### config.mk
export PLATFORM = sky130hd
export DESIGN_NAME = ir_interval_capture
export DESIGN_NICKNAME = d
export VERILOG_FILES = /design/src/rtl/ir_cap_pkg.sv /design/src/rtl/ir_rx_edge.sv /design/src/rtl/ir_carrier_gen.sv /design/src/rtl/ir_interval_cnt.sv /design/src/rtl/ir_interval_capture.sv
export SDC_FILE = /design/constraint.sdc
export NUM_CORES = 1
export LEC_CHECK = 0
export BUFFER_PORTS_ARGS = -buffer_cell sky130_fd_sc_hd__buf_2
export CORE_MARGIN = 5
export CORE_UTILIZATION = 54
export CTS_BUF_LIST = sky130_fd_sc_hd__clkbuf_8
export DETAILED_ROUTE_END_ITERATION = 7
export GPL_TIMING_DRIVEN = 0
export MAX_ROUTING_LAYER = met4
export PLACE_DENSITY = 0.76
export REMOVE_ABC_BUFFERS = 1
export SLEW_MARGIN = 20
export SYNTH_ARGS = -nofsm -noshare
export SYNTH_HDL_FRONTEND = slang
export SYNTH_HIERARCHICAL = 1
export SYNTH_SLANG_ARGS = --single-unit
### constraint.sdc
create_clock -name clk -period 5.3 [get_ports clk]
set_input_delay 1.325 -clock clk [delete_from_list [all_inputs] [get_ports clk]]
set_output_delay 1.325 -clock clk [all_outputs]
set_load 0.1 [all_outputs]
### src/rtl/ir_cap_pkg.sv
package ir_cap_pkg;

  typedef enum logic [1:0] {
    EDGE_FALL = 2'b00,
    EDGE_RISE = 2'b01,
    EDGE_BOTH = 2'b10,
    EDGE_RSVD = 2'b11
  } edge_sel_e;

  typedef struct packed {
    logic      clk_src;   // 1: reference pulses, 0: carrier periods
    edge_sel_e edge_sel;
    logic      tx_dir;    // 1: transmit, receive logic idle
    logic      en;
  } ctrl_t;

  localparam logic [1:0] SEL_CTRL  = 2'd0;
  localparam logic [1:0] SEL_HI    = 2'd1;
  localparam logic [1:0] SEL_LO    = 2'd2;
  localparam logic [1:0] SEL_CLEAR = 2'd3;

endpackage

### src/rtl/ir_rx_edge.sv
module ir_rx_edge
  import ir_cap_pkg::*;
#(
  parameter int SYNC_STAGES = 2
) (
  input  logic      clk,
  input  logic      rst,
  input  logic      rx,
  input  edge_sel_e sel,
  output logic      qual
);
  localparam int LAST = SYNC_STAGES;

  logic [LAST:0] shr;
  logic          cur, prev;

  always_ff @(posedge clk) begin
    if (rst) shr <= '0;
    else     shr <= {shr[LAST-1:0], rx};
  end

  assign cur  = shr[LAST-1];
  assign prev = shr[LAST];

  always_comb begin
    unique case (sel)
      EDGE_FALL: qual = prev & ~cur;
      EDGE_RISE: qual = ~prev & cur;
      default:   qual = prev ^ cur;
    endcase
  end
endmodule

### src/rtl/ir_carrier_gen.sv
module ir_carrier_gen #(
  parameter int RLD_W = 16
) (
  input  logic             clk,
  input  logic             rst,
  input  logic             restart,
  input  logic             tick,
  input  logic [RLD_W-1:0] hi_rld,
  input  logic [RLD_W-1:0] lo_rld,
  output logic             cyc_done
);
  logic             low_ph;
  logic [RLD_W-1:0] ph_cnt;

  always_ff @(posedge clk) begin
    if (rst || restart) begin
      low_ph <= 1'b0;
      ph_cnt <= '0;
    end else if (tick) begin
      if (!low_ph && ph_cnt == hi_rld) begin
        low_ph <= 1'b1;
        ph_cnt <= '0;
      end else if (low_ph && ph_cnt == lo_rld) begin
        low_ph <= 1'b0;
        ph_cnt <= '0;
      end else begin
        ph_cnt <= ph_cnt + 1'b1;
      end
    end
  end

  assign cyc_done = tick && low_ph && (ph_cnt == lo_rld) && !restart;
endmodule

### src/rtl/ir_interval_cnt.sv
module ir_interval_cnt #(
  parameter int CNT_W = 16
) (
  input  logic             clk,
  input  logic             rst,
  input  logic             active,
  input  logic             qe,
  input  logic             adv,
  output logic [CNT_W-1:0] cnt,
  output logic [CNT_W-1:0] cap,
  output logic             started,
  output logic             cap_evt,
  output logic             wrap_evt
);
  localparam logic [CNT_W-1:0] CNT_MAX = '1;

  always_ff @(posedge clk) begin
    if (rst) begin
      cnt     <= '0;
      cap     <= '0;
      started <= 1'b0;
    end else if (!active) begin
      cnt     <= '0;
      started <= 1'b0;
    end else if (qe) begin
      started <= 1'b1;
      cnt     <= '0;
      if (started) cap <= cnt;
    end else if (started && adv) begin
      cnt <= cnt + 1'b1;
    end
  end

  assign cap_evt  = active && qe && started;
  assign wrap_evt = active && started && !qe && adv && (cnt == CNT_MAX);
endmodule

### src/rtl/ir_interval_capture.sv
module ir_interval_capture
  import ir_cap_pkg::*;
#(
  parameter int CNT_W  = 16,
  parameter int RLD_W  = 16,
  parameter int DATA_W = 16
) (
  input  logic              clk,
  input  logic              rst,
  input  logic              ref_tick,
  input  logic              rx_pin,
  input  logic              cfg_we,
  input  logic [1:0]        cfg_sel,
  input  logic [DATA_W-1:0] cfg_wdata,
  output logic [CNT_W-1:0]  cap_value,
  output logic              irq
);
  localparam int CTRL_W = $bits(ctrl_t);

  ctrl_t            ctrl_q;
  logic [RLD_W-1:0] hi_q, lo_q;
  logic             cap_flag, ovf_flag;
  logic             active, qual_edge, cyc_done, adv;
  logic             started, cap_evt, wrap_evt, clr_hit;
  logic [CNT_W-1:0] cnt;

  always_ff @(posedge clk) begin
    if (rst) begin
      ctrl_q <= '0;
      hi_q   <= '0;
      lo_q   <= '0;
    end else if (cfg_we) begin
      unique case (cfg_sel)
        SEL_CTRL: ctrl_q <= ctrl_t'(cfg_wdata[CTRL_W-1:0]);
        SEL_HI:   hi_q   <= cfg_wdata[RLD_W-1:0];
        SEL_LO:   lo_q   <= cfg_wdata[RLD_W-1:0];
        default:  ;
      endcase
    end
  end

  assign active  = ctrl_q.en && !ctrl_q.tx_dir;
  assign clr_hit = cfg_we && (cfg_sel == SEL_CLEAR);

  ir_rx_edge #(.SYNC_STAGES(2)) u_edge (
    .clk (clk),
    .rst (rst),
    .rx  (rx_pin),
    .sel (ctrl_q.edge_sel),
    .qual(qual_edge)
  );

  ir_carrier_gen #(.RLD_W(RLD_W)) u_car (
    .clk     (clk),
    .rst     (rst),
    .restart (!active || qual_edge),
    .tick    (ref_tick),
    .hi_rld  (hi_q),
    .lo_rld  (lo_q),
    .cyc_done(cyc_done)
  );

  assign adv = ctrl_q.clk_src ? ref_tick : cyc_done;

  ir_interval_cnt #(.CNT_W(CNT_W)) u_cnt (
    .clk     (clk),
    .rst     (rst),
    .active  (active),
    .qe      (qual_edge),
    .adv     (adv),
    .cnt     (cnt),
    .cap     (cap_value),
    .started (started),
    .cap_evt (cap_evt),
    .wrap_evt(wrap_evt)
  );

  always_ff @(posedge clk) begin
    if (rst) begin
      cap_flag <= 1'b0;
      ovf_flag <= 1'b0;
    end else begin
      cap_flag <= cap_evt  || (cap_flag && !(clr_hit && cfg_wdata[0]));
      ovf_flag <= wrap_evt || (ovf_flag && !(clr_hit && cfg_wdata[1]));
    end
  end

  assign irq = cap_flag || ovf_flag;
endmodule

# Yosys cells after proc, flatten, opt, wreduce, memory -nomap -nowiden
# Index checks and enable logic that the tools add are counted.
classes:
  addsub: 2
  n_eq_ne: 7
  mux: 6
  bitwise_logic: 6
  reduce_logical: 40
op_table:
  columns: ["op", "n"]
  rows:
  - ["adder 16 x 1 -> 16 bit (second input constant)", 2]
  - ["== test 16 bit", 2]
  - ["two-way mux 16 bit", 2]
  - ["logical AND 1 bit", 18]
  - ["== test 16 bit (second input constant)", 1]
  - ["AND reduction 2 bit", 4]
  - ["logical NOT 1 bit", 7]
  - ["logical OR 1 bit", 5]
  - ["== test 2 x 1 -> 1 bit (second input constant)", 2]
  - ["== test 2 bit (second input constant)", 2]
  - ["logical NOT 2 bit", 2]
  - ["two-way mux 1 bit", 3]
  - ["inverter 1 bit", 3]
  - ["AND reduction 3 bit", 1]
  - ["OR reduction 3 bit", 1]
  - ["bitwise AND 1 bit", 2]
  - ["one-hot mux 1 bit (2 select lines)", 1]
  - ["nonzero test 2 bit", 1]
  - ["OR reduction 2 bit", 1]
  - ["bitwise XOR 1 bit", 1]
totals:
  register_bits: 92
  input_bits: 23
  output_inout_bits: 17

# Longest topological paths before layout
logic_depth:
  depth_word: 10
  ltp_mapped: 12

# Modules after synthesis
# Netlist, hierarchy kept.
by_module_without_submodules:
  columns: ["module", "n_inst", "cells_each", "area_per_inst_um2", "seq_area_each_um2"]
  rows:
  - ["ir_interval_capture", 1, 156, 1650.3, 780.7]
  - ["ir_interval_cnt", 1, 163, 1326.3, 660.6]
  - ["ir_carrier_gen", 1, 139, 1179.9, 340.3]
  - ["ir_rx_edge", 1, 12, 128.9, 60.1]

# Worst setup path after synthesis
# No wires, ideal clock.
synth_path:
  path_type: "input to register"
  start: "input ref_tick"
  end: "register ovf_flag"
  setup_ns: 0.091
  arrival_ns: 2.798
  required_ns: 5.209
  slack_ns: 2.411
  cell_stages: 8
  cell_sequence: "inv_1 -> nor3_1 -> mux2_2 -> nand3_2 -> or3_1 -> nor3_1 -> inv_1 -> a311oi_1"
synth_between:
  elab_chain_len: 7
synth_lines:
  columns: ["item", "line_no", "rtl"]
  rows:
  - ["from (decl)", "ir_interval_capture.sv:10", "input logic ref_tick,"]
  - ["logical AND 1 bit (3 in series)", "ir_carrier_gen.sv:32", "assign cyc_done = tick && low_ph && (ph_cnt == lo_rld) && !restart;"]
  - ["net cyc_done", "ir_interval_capture.sv:23", "logic active, qual_edge, cyc_done, adv;"]
  - ["two-way mux 1 bit", "ir_interval_capture.sv:63", "assign adv = ctrl_q.clk_src ? ref_tick : cyc_done;"]
  - ["net adv", "ir_interval_capture.sv:23", null]
  - ["logical AND 1 bit (2 in series)", "ir_interval_cnt.sv:35", "assign wrap_evt = active && started && !qe && adv && (cnt == CNT_MAX);"]
  - ["net wrap_evt", "ir_interval_capture.sv:24", "logic started, cap_evt, wrap_evt, clr_hit;"]
  - ["logical OR 1 bit", "ir_interval_capture.sv:84", "ovf_flag <= wrap_evt || (ovf_flag && !(clr_hit && cfg_wdata[1]));"]
  - ["to (signal assigned)", "ir_interval_capture.sv:84", null]
  - ["to (decl)", "ir_interval_capture.sv:22", "logic cap_flag, ovf_flag;"]
# The timed path passes the listed nets, and every way through them passes these cells.
# A chain may end at the register's enable or synchronous reset.

# Worst setup path after layout
layout_path:
  start: "register u_car.ph_cnt[12]"
  end: "register ovf_flag"
layout_between:
  elab_chain_len: 7
layout_lines:
  columns: ["item", "line_no", "rtl"]
  rows:
  - ["from (decl)", "ir_carrier_gen.sv:13", "logic [RLD_W-1:0] ph_cnt;"]
  - ["from (signal assigned)", "ir_carrier_gen.sv:27", "ph_cnt <= ph_cnt + 1'b1;"]
  - ["== test 16 bit", "ir_carrier_gen.sv:32", null]
  - ["logical AND 1 bit (2 in series)", "ir_carrier_gen.sv:32", null]
  - ["net cyc_done", "ir_interval_capture.sv:23", null]
  - ["two-way mux 1 bit", "ir_interval_capture.sv:63", null]
  - ["net adv", "ir_interval_capture.sv:23", null]
  - ["logical AND 1 bit (2 in series)", "ir_interval_cnt.sv:35", null]
  - ["net wrap_evt", "ir_interval_capture.sv:24", null]
  - ["logical OR 1 bit", "ir_interval_capture.sv:84", null]
# The timed path passes the listed nets, and every way through them passes these cells.

==> run metrics <==
GRT Overall Usage=19.38%; Peak VDD IR=0.0001586 V; n_diodes=0; FFs w/ async S/R, synth=0%; synthesis-stage register bit count=92; Antenna Nets Post-Route=0; TritonCTS clock tree=done; worst setup path class=reg -> reg; setup TNS=0 ns; fmax=0.2968 GHz; Hold Buf Count CTS=0; postcts setup bufs=0; Die Y=99.09 µm; Mean Syn Cell Area=9.118 µm²; Arr. time, crit path=3.64 ns; pin count of the biggest net entering global routing=78; clock root cell=clkbuf_8; Routed wire per std cell=14.58 µm; RSZ-0062 raised after global routing=false; 1st-iter DRT viols=194; synthesized instance count=470; Unique masters post-synth=43; total die area=9818 µm²; fin crit period=3.370 ns; Flop pwr share=54.0%; critical path endpoint category=flop; initial core utilization=55.46%; via count=3251; hold slack=0.4442 ns; Hold Path Class=reg -> reg; Max Slew Vio Count=0; Startpoint Class=flop; vias in the first global route=3202; worst-path maximum fanout=6; Placed Area=4459 µm²; Net Switching=0.3078 mW; Layout Nets=518; synthesized area=4285 µm²; Slew HR=48.97%; PwrDens=280.5 nW/µm²; Post-synth EDFFs=0; Tightest Pin Transition=0.7631 ns; Core ar.=7727 µm²; H-Tree Depth=3; clock power share=39.7%; io pins=40; Clk Latency, worst-skew pair=0.36 ns; final-report hold violation count=0; antenna violations before repair=0; clock skew=0.01452 ns; FILL cells=694; clock sinks=92; Vias/cell=5.436; drt drc=0; final WL=8720 µm; Tcrit/Tclk final=63.58%; post-cts repair resize count=0; status=finished clean; Placer Congestion=0.9199; global-route wire length before repair=15080 µm; Setup violations, final=0; WP data required=5.57 ns; Final Cell Area=4683 µm²; die width=99.09 µm; Comb power frac=6.3%; Clock Pin Slew Worst Setup and Hold Paths=0.09 ns; TritonCTS Buffers=9; clock buffer depth=2; commonest non-fill, non-tap cell in the layout=dfxtp_1; Port Buffer Count=39; max-capacitance violation count=0; switch share=23.43%; Detail Placement HPWL=6036 µm; share of cells above drive strength 1=13.51%; Synth warnings=6; row cnt=32; First-pass DRT Iterations=4; Top FF cell, synth=dfxtp_1; Leakage=1.879 nW; Seq/Total Area, Yosys=42.98%; remaining global-route overflow=0; area grow syn2layout=9.285%; commonest non-fill, non-tap cells in the layout=dfxtp_1, nand2b_1, nand2_1; Internal Pwr Total=1.006 mW
==> registers in the layout (all words and copies together) (netlist names) <==
| name | flops |
|---|---|
| u_cnt/cap | 16 |
| hi_q | 16 |
| u_car/ph_cnt | 16 |
| u_car/low_ph | 1 |
| u_cnt/cnt | 16 |
| lo_q | 16 |
| ctrl_q | 5 |
| u_cnt/started | 1 |
| u_edge/shr | 3 |
| ovf_flag | 1 |
| cap_flag | 1 |
==> final timing paths <==
kind | from | end | slack, ns | cells after the start
worst max-delay path | u_car/ph_cnt[12] | ovf_flag | 1.93 | 11
worst min-delay path | u_edge/shr[0] | u_edge/shr[1] | 0.44 | 1
worst max register to register | u_car/ph_cnt[12] | ovf_flag | 1.93 | 11
worst min register to register | u_edge/shr[0] | u_edge/shr[1] | 0.44 | 1
==> synthesized netlist by cell type (all sizes together), types with 12 or more instances <==
cell type	number	share of area (%)
buf	12	2.0
mux2i	39	9.1
a21oi	25	3.2
nor3	21	2.6
dfxtp	92	43
nand2	47	4.1
clkbuf	17	1.5
nor2	19	1.7
nand2b	54	7.9
xnor2	19	3.9
nand3	17	2.1
xor2	37	7.6
==> power by group through the flow <==
| stage | clock, mW | combinational, mW | sequential (mW) |
|---|---|---|---|
| finish | 0.522 | 0.0832 | 0.709 |
| global route | 0.566 | 0.0920 | 0.711 |
| CTS | 0.532 | 0.0830 | 0.709 |
| detailed placement | 0 | 0.0822 | 0.725 |
| global placement | 0 | 0.0797 | 0.725 |
| floorplan | 0 | 0.0527 | 0.723 |
==> kinds of logic after synthesis <==
kind of cell / after synthesis / synth area share, %
xor gates and xnor gates: 56 / 11.45
adders and majority gates: 4 / 1.168
DFF: 92 / 42.98
and+or+nand+nor: 205 / 26.04
muxes: 40 / 9.372
AOI/OAI and AO/OA: 34 / 4.643
buffers and inverters: 39 / 4.350
==> stage by stage <==
step | setup slack [ns] | instances | power [mW] | utilization, %
after floorplan | 2.411 | 441 | 0.7760 | -
after global placement | 1.924 | 582 | 0.8043 | 57.71
after detailed placement | 1.890 | 582 | 0.8074 | 57.71
after CTS | 2.000 | 598 | 1.324 | 60.57
after global routing | 1.751 | 598 | 1.369 | 60.61
final | 1.930 | 598 | 1.314 | 60.61
==> layout make-up <==
cell class,count,area (µm²),area share (%)
clock inverter,7,97.59,2.084
timing repair buffer,39,197.7,4.221
clock buffer,9,123.9,2.645
multi-input combinational,339,2257,48.20
inverter,10,37.54,0.8015
sequential,92,1842,39.33
tap,102,127.6,2.725
==> worst max-delay path, stage by stage, from the launching register on <==
cell and delay [ns]:
dfxtp_1 0.47, xor2_1 0.13, nor4_1 0.27, nand2_1 0.15, or4_4 0.60, nor3_1 0.15, mux2_2 0.24, nand3_2 0.15
or3_1 0.44, nor3_1 0.38, inv_1 0.07, a311oi_1 0.25
==> per-layer routing <==
| metal | GRT usage [%] | vias to the layer above | part of all wire, % |
|---|---|---|---|
| li1 | - | 1627 | - |
| met1 | 26.02 | 1528 | 47 |
| met2 | 29.24 | 84 | 46 |
| met3 | 3.539 | 12 | 5.5 |
| met4 | 6.933 | 0 | 1.6 |
| met5 | - | - | 0 |
Note: power is estimated with default switching activity, not from simulation.
